===== config.mk =====
export PLATFORM = sky130hd
export DESIGN_NAME = useq_sequencer
export DESIGN_NICKNAME = d
export VERILOG_FILES = /design/src/rtl/useq_pkg.sv /design/src/rtl/useq_map.sv /design/src/rtl/useq_store.sv /design/src/rtl/useq_ctrl.sv /design/src/rtl/useq_sequencer.sv
export SDC_FILE = /design/constraint.sdc
export NUM_CORES = 1
export LEC_CHECK = 0
export BUFFER_PORTS_ARGS = -buffer_cell sky130_fd_sc_hd__buf_2
export CORE_MARGIN = 2
export CORE_UTILIZATION = 30
export DETAILED_ROUTE_END_ITERATION = 8
export GPL_TIMING_DRIVEN = 0
export MAX_ROUTING_LAYER = met4
export PLACE_DENSITY = 0.47
export SYNTH_ARGS = -nofsm -noshare
export SYNTH_HDL_FRONTEND = slang
export SYNTH_SLANG_ARGS = --single-unit

===== constraint.sdc =====
create_clock -name clk -period 1.7 [get_ports clk]
set_input_delay 0.085 -clock clk [delete_from_list [all_inputs] [get_ports clk]]
set_output_delay 0.085 -clock clk [all_outputs]
set_load 0.03 [all_outputs]

===== src/rtl/useq_pkg.sv =====
package useq_pkg;
  localparam int OPC_W  = 8;
  localparam int UA_W   = 12;
  localparam int CTRL_W = 16;
  localparam int SLOT_W = 4;
  localparam int TAG_W  = CTRL_W - UA_W;
  localparam logic [TAG_W-1:0] CTRL_TAG = 4'hA;

  typedef struct packed {
    logic              last;
    logic [CTRL_W-1:0] ctrl;
  } uword_t;

  typedef enum logic {ST_IDLE = 1'b0, ST_RUN = 1'b1} useq_state_e;
endpackage


===== src/rtl/useq_map.sv =====
module useq_map
  import useq_pkg::*;
(
  input  logic [OPC_W-1:0] opc,
  output logic [UA_W-1:0]  start
);
  logic xbit;
  assign xbit  = opc[3] ^ opc[0];
  assign start = {opc[7:4], opc[3], opc[2], xbit, opc[1], {SLOT_W{1'b0}}};
endmodule


===== src/rtl/useq_store.sv =====
module useq_store
  import useq_pkg::*;
(
  input  logic [UA_W-1:0] addr,
  output uword_t          word
);
  logic [SLOT_W-1:0] last_off;

  always_comb begin
    last_off  = {{(SLOT_W-2){1'b0}}, addr[5:4]};
    word.last = (addr[SLOT_W-1:0] == last_off);
    word.ctrl = {CTRL_TAG, addr};
  end
endmodule


===== src/rtl/useq_ctrl.sv =====
module useq_ctrl
  import useq_pkg::*;
(
  input  logic              clk,
  input  logic              rst,
  input  logic              opc_valid,
  input  logic [UA_W-1:0]   start,
  input  uword_t            word,
  output logic [UA_W-1:0]   upc,
  output logic [CTRL_W-1:0] ctrl_q,
  output logic              busy,
  output logic              done
);
  useq_state_e state;

  always_ff @(posedge clk) begin
    if (rst) begin
      state  <= ST_IDLE;
      upc    <= '0;
      ctrl_q <= '0;
      done   <= 1'b0;
    end else begin
      done   <= 1'b0;
      ctrl_q <= '0;
      case (state)
        ST_IDLE: begin
          if (opc_valid) begin
            upc   <= start;
            state <= ST_RUN;
          end
        end
        ST_RUN: begin
          ctrl_q <= word.ctrl;
          if (word.last) begin
            state <= ST_IDLE;
            upc   <= '0;
            done  <= 1'b1;
          end else begin
            upc <= upc + 1'b1;
          end
        end
        default: state <= ST_IDLE;
      endcase
    end
  end

  assign busy = (state == ST_RUN);
endmodule


===== src/rtl/useq_sequencer.sv =====
module useq_sequencer
  import useq_pkg::*;
(
  input  logic              clk,
  input  logic              rst,
  input  logic              opc_valid,
  input  logic [OPC_W-1:0]  opc,
  output logic [CTRL_W-1:0] ctrl_word,
  output logic              busy,
  output logic              done
);
  logic [UA_W-1:0] start;
  logic [UA_W-1:0] upc;
  uword_t          word;

  useq_map u_map (.opc(opc), .start(start));

  useq_store u_store (.addr(upc), .word(word));

  useq_ctrl u_ctrl (
    .clk(clk), .rst(rst), .opc_valid(opc_valid), .start(start),
    .word(word), .upc(upc), .ctrl_q(ctrl_word), .busy(busy), .done(done)
  );
endmodule


==> out/results.tsv <==
metric	value	unit
status	finished clean	
path_delay_family	simple AND/OR/NAND/NOR gates	
worstPathRequired	1.86	ns
ys_seq_area_frac	0.4543	
min_delay_path_depth	2	
synth_top_area_share	0.4543	
cp-start-kind	flop	
critPathSlowestCell	or4_4	
min-delay-start	rst	
fin_area	1449	um2
setup_viol	0	
die-area	4486	um2
routabilityCongestion	0.8380	
wire_per_inst	13.64	um
via_per_inst	5.120	
place_hpwl	2045	um
grt_pass1_wl	5030	um
clock-sinks	27	
arrival	1.76	ns
dp_cells	210	
grt_max_degree	16	
drt_iter0_drc	59	
drv_slew	0	
crit_buf_inv	1	
fin_nets	181	
antenna_found_initial	0	
rr_worst_depth	5	
wirelength	2946	um
reg2reg_from	u_ctrl.upc[5]	
finalCriticalPeriod	1.604	ns
drc	0	
core_area	3744	um2
p_leak	0.6044	nW
hold_path_class	in -> reg	
tritoncts	yes	
numCtsBuffers	3	
syn-instance-count	136	
layout-drive-gt1-share	0.2560	
ctsRootBufferMaster	clkbuf_8	
rsz0062_at_grt	no	
cts.htree.levels	1	
final_cells	216	
hold_violations	0	
synth_seq_cells	27	
insertion_delay	0.28	ns
netlist-cell-type-count	37	
layout_common_cells	25 x buf_2, 25 x dfxtp_1, 11 x nor2_1	
area_growth	21.77	%
io_pins	29	
clk_pin_slew	0.10	ns
diodes	0	
synth.area.top_cells	dfxtp_1 45%, and2_1 4.7%, o21ai_0 3.8%	
grt_pass1_vias	1065	
first_pass_iters	4	
synthesis.area	1190	um2
initial_utilization	0.3178	
yosys.area.top_type	dfxtp_1	
rr_endpoint	u_ctrl.upc[6]	
cp_max_fo	7	
overflow	0	
maxCapViolations	0	
postRouteAntennaNets	0	
via_count	1106	
end_kind	flop	
power.density	887.3	nW/um2
die_y	66.98	um
die_w	66.98	um
num_rows	22	
nFillCells	431	
fmax	623.4	MHz
io_buffers	25	
hold_path_end	u_ctrl.upc[7]	
fin_crit_sh	0.9437	
place_area	1379	um2
reg2reg_slack	0.1	ns
syn_area_per_cell	8.749	um2
critical_path_class	reg -> reg	
cts_hold_buf	0	
ir_worst_vdd	0.2449	mV
path_cells	buf_6 > xor2_1 > or4_4 > o21bai_1 > nor3_1	
critical-path-max-stage-delay	0.43	ns
grt_usage	0.1542	
fin_skew	0.007180	ns
ys_warn_count	0	
cts_buffer_depth	2	
worst max path at each step:
stage	startpoint	endpoint	slack [ns]	cells past startpoint
2_1_floorplan	u_ctrl.busy	u_ctrl.upc[6]	0.22	5
3_3_place_gp	u_ctrl.upc[0]	u_ctrl.upc[10]	-0.09	5
6_report	u_ctrl.upc[5]	u_ctrl.upc[6]	0.1	5
4_1_cts	u_ctrl.busy	u_ctrl.upc[5]	0.01	6
3_5_place_dp	u_ctrl.upc[1]	u_ctrl.upc[10]	-0.07	5
5_1_grt	u_ctrl.upc[0]	u_ctrl.upc[10]	0.05	6
flip-flops by register name, indices dropped and copies added (netlist names):
name           flops
u_ctrl.done        1
u_ctrl.upc        12
u_ctrl.busy        1
u_ctrl.ctrl_q     13
power by group:
| group | total, W | switching (W) | internal, W |
|---|---|---|---|
| Combinational | 0.000226 | 0.000138 | 0.0000887 |
| Sequential | 0.000692 | 0.0000303 | 0.000662 |
| Clock | 0.000367 | 0.000202 | 0.000164 |
worst register-to-register path, delay by kind of cell (launching register included):
family | cells | cell delay, ns
compound gates | 1 | 0.35
buf+inv | 1 | 0.13
flops | 1 | 0.32
xor+xnor | 1 | 0.16
simple gates | 2 | 0.54
cells in the mapped netlist:
master	instances
o31a_1	3
o21bai_1	1
o211ai_1	1
a41oi_1	1
nor3_1	6
a311oi_1	1
o41ai_1	1
nand3_1	4
a221oi_1	1
buf_6	2
a32oi_1	1
buf_4	3
nand4_1	2
o32ai_1	2
mux2i_1	1
xor2_1	2
o21ai_0	9
ha_1	1
and2_2	1
nor4_1	5
dfxtp_1	27
inv_1	5
o21a_1	2
a31oi_1	1
nor2b_1	1
a211oi_1	3
xnor2_1	2
nor2_1	11
or4_4	1
and2_1	9
clkbuf_1	6
conb_1	1
and4_1	1
nand4b_1	1
nand3b_1	1
a21oi_1	7
nand2_1	9
through the flow:
stage	util	setup slack [ns]	setup TNS [ns]	hold slack [ns]	power (W)
floorplan	-	0.2233	0	0.1635	0.0008653
global placement	0.3683	-0.08674	-0.08674	0.3439	0.0009298
detailed placement	0.3683	-0.06692	-0.06692	0.3426	0.0009325
CTS	0.3827	0.009525	0	0.03341	0.001306
global route	0.3870	0.04599	0	0.04531	0.001349
finish	0.3870	0.09577	0	0.04341	0.001286
metal layers:
layer  share of wire  GRT usage
met1            0.48     0.1891
met2            0.46     0.2438
met5               0          -
met4           0.021    0.07908
met3           0.038    0.02534
layout make-up:
type                       instances  area (um2)  area share
clock buffer                       3       41.29     0.02850
buffer                            10       66.31     0.04577
tap                               48       60.06     0.04145
timing repair buffer              28       147.6      0.1019
multi-input combinational         94       566.8      0.3912
sequential                        27       543.0      0.3748
inverter                           5       18.77     0.01295
clock inverter                     1       5.005    0.003454
kinds of logic (layout without fill, tap and decap cells):
family | after synthesis | in the layout | synth area share
compound gates | 34 | 34 | 0.1903
other cells | 1 | 2 | 0.003152
flops | 27 | 27 | 0.4543
buf+inv | 16 | 47 | 0.07255
xor+xnor | 4 | 4 | 0.02945
mux | 1 | 1 | 0.008413
fa+ha+maj | 1 | 1 | 0.01051
simple gates | 52 | 52 | 0.2313
repair_timing:
action	4_1_cts	5_1_grt
endpoints found under the setup margin	1	14
setup buffers	1	2
gates resized for setup	0	6
pin swaps	0	1
Power figures use the tool's default switching activity.
